**src/rtl/cdp_pkg.sv**
```systemverilog
package cdp_pkg;
  localparam int WORD_W    = 32;
  localparam int BLK_WORDS = 4;
  localparam int LANE_W    = $clog2(BLK_WORDS);

  // control to datapath strobes
  typedef struct packed {
    logic              inWr;
    logic [LANE_W-1:0] inLane;
    logic              outLoad;
    logic              outRd;
    logic              outRdZero;
    logic [LANE_W-1:0] outRdLane;
  } cdp_strobe_t;

  function automatic logic [WORD_W-1:0] byteRev(input logic [WORD_W-1:0] w);
    logic [WORD_W-1:0] r;
    for (int i = 0; i < WORD_W / 8; i++)
      r[8*i +: 8] = w[WORD_W - 8*(i+1) +: 8];
    return r;
  endfunction
endpackage

```
**src/rtl/cdp_ctrl.sv**
```systemverilog
module cdp_ctrl
  import cdp_pkg::*;
#(
  parameter int WORDS = BLK_WORDS
) (
  input  logic        clk,
  input  logic        rstN,
  input  logic        startPulse,
  input  logic        wrEn,
  input  logic        rdEn,
  input  logic        toEngReady,
  input  logic        fromEngValid,
  output logic        toEngValid,
  output logic        fromEngReady,
  output cdp_strobe_t strobes,
  output logic        inEmpty,
  output logic        inFull,
  output logic        inErr,
  output logic        outEmpty,
  output logic        outFull,
  output logic        outErr
);
  localparam int CNT_W = $clog2(WORDS + 1);
  localparam logic [CNT_W-1:0] FULL_CNT = CNT_W'(WORDS);

  logic [CNT_W-1:0]  inCnt;
  logic [CNT_W-1:0]  outLeft;
  logic [LANE_W-1:0] outIdx;
  logic acceptWr, drainIn, loadOut, readOk;

  assign inEmpty  = (inCnt == '0);
  assign inFull   = (inCnt == FULL_CNT);
  assign outEmpty = (outLeft == '0);
  assign outFull  = (outLeft == FULL_CNT);

  assign acceptWr     = wrEn && !inFull;
  assign drainIn      = inFull && toEngReady;
  assign toEngValid   = inFull;
  assign fromEngReady = outEmpty;
  assign loadOut      = fromEngValid && outEmpty;
  assign readOk       = rdEn && !outEmpty;

  always_ff @(posedge clk or negedge rstN) begin
    if (!rstN) begin
      inCnt <= '0;
    end else if (drainIn) begin
      inCnt <= '0;
    end else if (acceptWr) begin
      inCnt <= inCnt + CNT_W'(1);
    end
  end

  always_ff @(posedge clk or negedge rstN) begin
    if (!rstN) begin
      outLeft <= '0;
      outIdx  <= '0;
    end else if (loadOut) begin
      outLeft <= FULL_CNT;
      outIdx  <= '0;
    end else if (readOk) begin
      outLeft <= outLeft - CNT_W'(1);
      outIdx  <= outIdx + LANE_W'(1);
    end
  end

  // sticky errors: start clears, a same-cycle event wins
  always_ff @(posedge clk or negedge rstN) begin
    if (!rstN) begin
      inErr  <= 1'b0;
      outErr <= 1'b0;
    end else begin
      inErr  <= (inErr  && !startPulse) || (wrEn && inFull);
      outErr <= (outErr && !startPulse) || (rdEn && outEmpty);
    end
  end

  always_comb begin
    strobes.inWr      = acceptWr;
    strobes.inLane    = inCnt[LANE_W-1:0];
    strobes.outLoad   = loadOut;
    strobes.outRd     = rdEn;
    strobes.outRdZero = outEmpty;
    strobes.outRdLane = outIdx;
  end

  a_r2_hold_valid: assert property (@(posedge clk) disable iff (!rstN)
    toEngValid && !toEngReady |=> toEngValid);
  a_r3_in_err: assert property (@(posedge clk) disable iff (!rstN)
    wrEn && inFull |=> inErr);
  a_r4_drain: assert property (@(posedge clk) disable iff (!rstN)
    toEngValid && toEngReady |=> inEmpty && !toEngValid);
  a_r7_stall: assert property (@(posedge clk) disable iff (!rstN)
    fromEngValid && fromEngReady |=> outFull && !fromEngReady);
  a_r8_out_err: assert property (@(posedge clk) disable iff (!rstN)
    rdEn && outEmpty |=> outErr);
  a_r10_clear: assert property (@(posedge clk) disable iff (!rstN)
    startPulse && !(wrEn && inFull) |=> !inErr);
endmodule

```
**src/rtl/cdp_datapath.sv**
```systemverilog
module cdp_datapath
  import cdp_pkg::*;
#(
  parameter int WW    = WORD_W,
  parameter int WORDS = BLK_WORDS
) (
  input  logic                clk,
  input  logic                rstN,
  input  cdp_strobe_t         strobes,
  input  logic                inSwapEn,
  input  logic                outSwapEn,
  input  logic [WW-1:0]       wrData,
  input  logic [WW*WORDS-1:0] fromEngData,
  output logic [WW*WORDS-1:0] toEngData,
  output logic [WW-1:0]       rdData
);
  logic [WW-1:0] inWords  [WORDS];
  logic [WW-1:0] outWords [WORDS];
  logic [WW-1:0] wrWord;
  logic [WW-1:0] rdWord;

  assign wrWord = inSwapEn ? byteRev(wrData) : wrData;
  assign rdWord = outSwapEn ? byteRev(outWords[strobes.outRdLane])
                            : outWords[strobes.outRdLane];

  for (genvar g = 0; g < WORDS; g++) begin : g_lane
    always_ff @(posedge clk or negedge rstN) begin
      if (!rstN) begin
        inWords[g]  <= '0;
        outWords[g] <= '0;
      end else begin
        if (strobes.inWr && strobes.inLane == LANE_W'(g))
          inWords[g] <= wrWord;
        if (strobes.outLoad)
          outWords[g] <= fromEngData[g*WW +: WW];
      end
    end
    assign toEngData[g*WW +: WW] = inWords[g];
  end

  always_ff @(posedge clk or negedge rstN) begin
    if (!rstN) begin
      rdData <= '0;
    end else if (strobes.outRd) begin
      rdData <= strobes.outRdZero ? '0 : rdWord;
    end
  end

  a_r8_zero_read: assert property (@(posedge clk) disable iff (!rstN)
    strobes.outRd && strobes.outRdZero |=> rdData == '0);
endmodule

```
**src/rtl/cdp_top.sv**
```systemverilog
module cdp_top
  import cdp_pkg::*;
#(
  parameter int WW    = WORD_W,
  parameter int WORDS = BLK_WORDS
) (
  input  logic                clk,
  input  logic                rstN,
  input  logic                startPulse,
  input  logic                inSwapEn,
  input  logic                outSwapEn,
  input  logic                wrEn,
  input  logic [WW-1:0]       wrData,
  input  logic                rdEn,
  output logic [WW-1:0]       rdData,
  output logic                toEngValid,
  output logic [WW*WORDS-1:0] toEngData,
  input  logic                toEngReady,
  input  logic                fromEngValid,
  input  logic [WW*WORDS-1:0] fromEngData,
  output logic                fromEngReady,
  output logic [31:0]         statusWord
);
  // bit positions read by the register decode
  localparam int IN_EMPTY_BIT  = 8;
  localparam int IN_FULL_BIT   = 9;
  localparam int IN_ERR_BIT    = 10;
  localparam int OUT_EMPTY_BIT = 16;
  localparam int OUT_FULL_BIT  = 17;
  localparam int OUT_ERR_BIT   = 18;

  cdp_strobe_t strobes;
  logic inEmpty, inFull, inErr, outEmpty, outFull, outErr;

  cdp_ctrl #(.WORDS(WORDS)) u_ctrl (
    .clk(clk), .rstN(rstN), .startPulse(startPulse),
    .wrEn(wrEn), .rdEn(rdEn),
    .toEngReady(toEngReady), .fromEngValid(fromEngValid),
    .toEngValid(toEngValid), .fromEngReady(fromEngReady),
    .strobes(strobes),
    .inEmpty(inEmpty), .inFull(inFull), .inErr(inErr),
    .outEmpty(outEmpty), .outFull(outFull), .outErr(outErr)
  );

  cdp_datapath #(.WW(WW), .WORDS(WORDS)) u_dp (
    .clk(clk), .rstN(rstN), .strobes(strobes),
    .inSwapEn(inSwapEn), .outSwapEn(outSwapEn),
    .wrData(wrData), .fromEngData(fromEngData),
    .toEngData(toEngData), .rdData(rdData)
  );

  always_comb begin
    statusWord = '0;
    statusWord[IN_EMPTY_BIT]  = inEmpty;
    statusWord[IN_FULL_BIT]   = inFull;
    statusWord[IN_ERR_BIT]    = inErr;
    statusWord[OUT_EMPTY_BIT] = outEmpty;
    statusWord[OUT_FULL_BIT]  = outFull;
    statusWord[OUT_ERR_BIT]   = outErr;
  end

  a_r2_data_stable: assert property (@(posedge clk) disable iff (!rstN)
    toEngValid && !toEngReady |=> $stable(toEngData));
endmodule

```
**config.mk**
```make
export PLATFORM = sky130hd
export DESIGN_NAME = cdp_top
export DESIGN_NICKNAME = d
export VERILOG_FILES = /design/src/rtl/cdp_pkg.sv /design/src/rtl/cdp_ctrl.sv /design/src/rtl/cdp_datapath.sv /design/src/rtl/cdp_top.sv
export SDC_FILE = /design/constraint.sdc
export NUM_CORES = 1
export LEC_CHECK = 0
export ABC_CLOCK_PERIOD_IN_PS = 2150
export BUFFER_PORTS_ARGS = -buffer_cell sky130_fd_sc_hd__buf_4
export CORE_MARGIN = 3
export CORE_UTILIZATION = 35
export DETAILED_ROUTE_END_ITERATION = 8
export GPL_TIMING_DRIVEN = 1
export PLACE_DENSITY = 0.53
export SETUP_SLACK_MARGIN = 0.02
export SLEW_MARGIN = 30
export SYNTH_ARGS = -nofsm -noshare
export SYNTH_HDL_FRONTEND = slang
export SYNTH_SLANG_ARGS = --single-unit
```
**constraint.sdc**
```tcl
create_clock -name clk -period 2.15 [get_ports clk]
set_clock_uncertainty 0.05 [all_clocks]
set_input_delay 0.215 -clock clk [delete_from_list [all_inputs] [get_ports clk]]
set_output_delay 0.215 -clock clk [all_outputs]
set_load 0.03 [all_outputs]
```
[After elaboration in Yosys (flattened, before gate mapping)]
Index checks and enable logic that the tools add are counted.
Widths: inputs -> output; s select.
Operators by class
  add/sub/neg operators: 3
  multiply operators: 0
  div/mod/pow operators: 0
  magnitude comparators: 1
  eq/ne operators: 5
  shifts and indexed selects: 0
  mux-type cells: 12
  bitwise logic cells: 1
  reduce and logical (&&, ||, !) cells: 22
Operator list (number)
  $mux 32: 5
  $bmux 32 s2: 1
  $logic_and 1x1->1: 12
  $mux 3: 4
  $eq 3x3->1 const B: 2
  $logic_not 3->1: 2
  $eq 2x2->1 const B: 2
  $mux 2: 2
  $reduce_bool 2->1: 2
  $add 3x1->3 const B: 1
  $ge 3x3->1 const B: 1
  $logic_not 1->1: 3
  $not 2->3: 1
  $sub 3x1->3 const B: 1
  $add 2x1->2 const B: 1
  $eq 2x1->1 const B: 1
  $logic_not 2->1: 1
  $logic_or 1x1->1: 2
Storage, ports and cells
  register bits after elaboration: 298
  bits in latches: 0
  bits in writable memories: 0
  memory bits (read-only): 0
  input port bits: 169
  output and inout bits: 194
  logic and storage cells: 58
  memories kept: 0

[Logic depth before layout (Yosys ltp)]
  word-level depth: 6
  mapped depth: 7

[Hierarchy]
From an unflattened synthesis, not the netlist that was laid out.
Second synthesis, totals
  cell total of the unflattened synthesis: 1073
  area, all modules: 13052.5 um^2
Modules (own cells, without submodules)
  cdp_datapath: times used 1, cells each 975, area an instance 12160.4 um^2, sequential area each 7206.9 um^2
  cdp_ctrl: times used 1, cells each 65, area an instance 648.1 um^2, sequential area each 250.2 um^2
  cdp_top: times used 1, cells each 33, area an instance 244.0 um^2, sequential area each 0.0 um^2

[Worst setup path after synthesis]
OpenSTA, ideal clock, no wires.
  path type: reg2reg
  start point: register u_ctrl.inCnt[0]
  end point: register u_ctrl.inCnt[1]
  arrival time: 1.562 ns
  data required time: 1.975 ns
  setup slack: 0.413 ns
  cell stages (with the launch flop): 6
  buffers on the path: 0
  path through: dfrtp_1 -> inv_1 -> ha_1 -> and2_1 -> a21o_1 -> mux2_2
On the way
  word-level cells in the longest chain between the ends: 4
Ends and longest elaborated chain
  start: declaration: line cdp_ctrl.sv:26  | logic [CNT_W-1:0] inCnt;
  start signal: assignment: line cdp_ctrl.sv:49  | inCnt <= inCnt + CNT_W'(1);
  $eq 3x3->1 (*): line cdp_ctrl.sv:32  | assign inFull = (inCnt == FULL_CNT);
  net toEngValid: line cdp_top.sv:16  | output logic toEngValid,
  $logic_not 1->1: line cdp_ctrl.sv:36  | assign acceptWr = wrEn && !inFull;
  $logic_and 1x1->1: line cdp_ctrl.sv:36
  $reduce_bool 2->1 (no line)
Mark *: on every way through the listed nets, which the timed path passes. The rest lies on a longest branch. The select of a mux whose other input is x is not followed.
A chain may end at the register's enable or synchronous reset.

[Final worst setup path]
  start point: register u_ctrl.outLeft[0]
  end point: output statusWord[16]
On the way
  word-level cells in the longest chain between the ends: 1
Ends and longest elaborated chain
  start: declaration: line cdp_ctrl.sv:27  | logic [CNT_W-1:0] outLeft;
  start signal: assignment: line cdp_ctrl.sv:61  | outLeft <= outLeft - CNT_W'(1);
  $logic_not 3->1: line cdp_ctrl.sv:33  | assign outEmpty = (outLeft == '0);
  end: declaration: line cdp_top.sv:22  | output logic [31:0] statusWord
No other way between the ends.

==> metrics.txt <==
total congestion overflow 0; H-tree depth 2; Boundary Pins approximately 360; Slew Limit Fails 0; post-route ant nets 0; routed wire length between 30 and 40 mm; Sequential cell area approximately 7500 µm²; Cell variety after synth 34; area occupied by multi-input gates approximately 5000 µm²; most instantiated library cell after synthesis mux2_2; cts bufs inserted 35; Rel. slew slack 0.4973; CP arrival around 1700 ps; Synth area leader dfrtp_1; PD cells 1604 nW/µm²; Fmax achieved between 500 and 600 MHz; worst slack, placed around 310 ps; cells after synthesis 920; global-route wire length before repair between 50 and 60 mm; Worst Setup End Kind output pin; reg2reg path depth 5; HPWL after DPL approximately 27 mm; Post-synth top flop dfrtp_1; largest net degree at the start of global routing 65; Fill cells 3211; Seq cells post-synth around 300; DIE HEIGHT 200.0 µm; CP Depth 5; Hold Path Depth 3; Final #Nets 1562; Worst Tran Pin Value 754.1 ps; fin area about 19000 µm²; Initial Util 0.3571; leak pwr ~8.6 nW; PnR worst setup slack roughly 160 ps; Tcrit/Tclk final 0.9256; Synthesis Warnings 0; Crit path max-delay family buffers and inverters; IO Port Bufs between 300 and 400; Hold Crit Class in -> reg; vias in the first global route between 9000 and 10000; CP max FO 6; Netlist Area Pre-Place approximately 13000 µm²; gr usage total 0.1905; TNS Setup 0 ps; Startpoint Class flop; Routability Congestion approximately 0.77; largest cells by area after synthesis dfrtp_1, mux2_2, o22ai_1; final hold violations 0; worst path required time ~1900 ps; clock root cell clkbuf_16; CP max stage delay between 300 and 400 ps; mean routed wirelength per cell a little over 20 µm; kind of critical path reg -> out; area growth from synthesis to layout 42.16%; number of setup buffers added after CTS 0; worst skew pair latency roughly 520 ps; RSZ-0062 raised after global routing false; Synth top area share 0.5663; number of vias per cell 4.842; DP Area between 15000 and 20000 µm²; outcome finished clean; drt pass-1 iters 7; leading post-synthesis cells by instance count mux2_2, dfrtp_1, o22ai_1; Via Count about 9000; count of flip-flops with a built-in enable after synthesis 0; maximum vdd drop between 0.9 and 1 mV; Async SR Flop Fraction 1.000; final setup violation count 0; fin crit period ~2000 ps; post-layout util 0.5077; Reg clk slew, reported paths 60 ps; slowest CP cell dfrtp_1; initial antenna violation count 1; Die ar. between 30000 and 40000 µm²; die width 200.0 µm; share of post-route cells with drive strength above 1 0.5319; CP cell instances inv_1 -> ha_1 -> nand2b_1 -> inv_2 -> buf_4; First DRT Iteration DRCs between 400 and 500; sequential fraction of the synthesis area 0.5663; Max Cap Viol 0; num rows 70; detailed-route DRC error count 0; CTS tree done; clk sinks ~300; Max clock buf depth 3; mean post-synth cell area 14.31 µm²; core footprint approximately 37000 µm²; number of buffers and inverters on the critical path 3
## layer usage
layer,vias to the layer above,GRT usage,routed length (µm)
met5,-,0,0
met4,0,0.06048,1153
met1,4672,0.2435,16500
met2,304,0.3172,19100
met3,60,0.05119,2644
li1,4242,-,-
## cell families (layout without fill, tap and decap cells)
family / after synthesis / in the layout / synth area share
flip-flops: 298 / 298 / 0.5663
multiplexers: 354 / 354 / 0.3026
other: 1 / 28 / 0.0002848
AO/OA/AOI/OAI: 111 / 111 / 0.06034
AND/OR/NAND/NOR: 21 / 21 / 0.008552
adder cells (fa/ha/maj): 6 / 6 / 0.005701
buffers and inverters: 129 / 594 / 0.05616
## tightest hold or removal path, delay by kind of cell
kind | cells | cell delay [ps]
buffers and inverters | 1 | 80
muxes | 2 | 320
## power breakdown
part / total [W] / internal [W] / switching (W)
Combinational: 0.0142 / 0.00649 / 0.00770
Clock: 0.00590 / 0.00357 / 0.00233
Sequential: 0.00992 / 0.00847 / 0.00145
## metrics by stage
stage / hold WS (ps) / instances / total power (W)
after floorplan: -130.6 / 945 / 0.01891
after global placement: 169.8 / 1719 / 0.02384
after detailed placement: 162.6 / 1719 / 0.02401
after CTS: 57.13 / 1914 / 0.03031
after global routing: 74.75 / 1915 / 0.03159
final: 80.16 / 1916 / 0.03002
## cell usage in the layout, fill, tap and decap left out, types with 6 or more instances in the layout
cell	count
buf_12	17
buf_4	341
clkbuf_1	7
clkbuf_16	36
clkinv_2	7
conb_1	26
dfrtp_1	297
dlygate4sd3_1	135
ha_1	6
inv_1	39
mux2_1	21
mux2_2	332
nand2_1	8
o22ai_1	64
o32ai_1	32
## state kept, by name, indices dropped and copies added, names as in the netlist
signal,count
u_dp.outWords,128
u_dp.toEngData,128
u_dp.rdData,32
u_ctrl.inCnt,3
u_ctrl.outLeft,3
u_ctrl.outIdx,2
u_ctrl.inErr,1
u_ctrl.outErr,1
## area by class of cell
class                   count  share of cell area
flip-flops and latches    298              0.3986
multi-input cells         518              0.2706
repair buffers            494              0.2279
clock buffers              47             0.05247
well taps                 504             0.03369
clock inverters            13            0.008422
inverters                  40            0.008021
diodes                      2           0.0002674
## repair_timing
item / in CTS / in global routing
hold buffers: 135 / 0
gates resized for setup: 0 / 2
hold endpoints to repair: 191 / 0
endpoints found under the setup margin: 0 / 4
## worst paths after layout
path / start / endpoint / slack, ps
setup / recovery: u_ctrl.outLeft[0] / statusWord[16] / 160
hold / removal: wrData[9] / u_dp.toEngData[49] / 80
max in group asynchronous: rstN / u_dp.toEngData[23] / 1050
hold reg to reg: u_ctrl.outLeft[1] / u_ctrl.outLeft[1] / 440
min in group asynchronous: rstN / u_dp.outWords[18] / 210
setup reg to reg: u_ctrl.inCnt[0] / u_ctrl.inErr / 230
(Power assumes the default switching activity.)
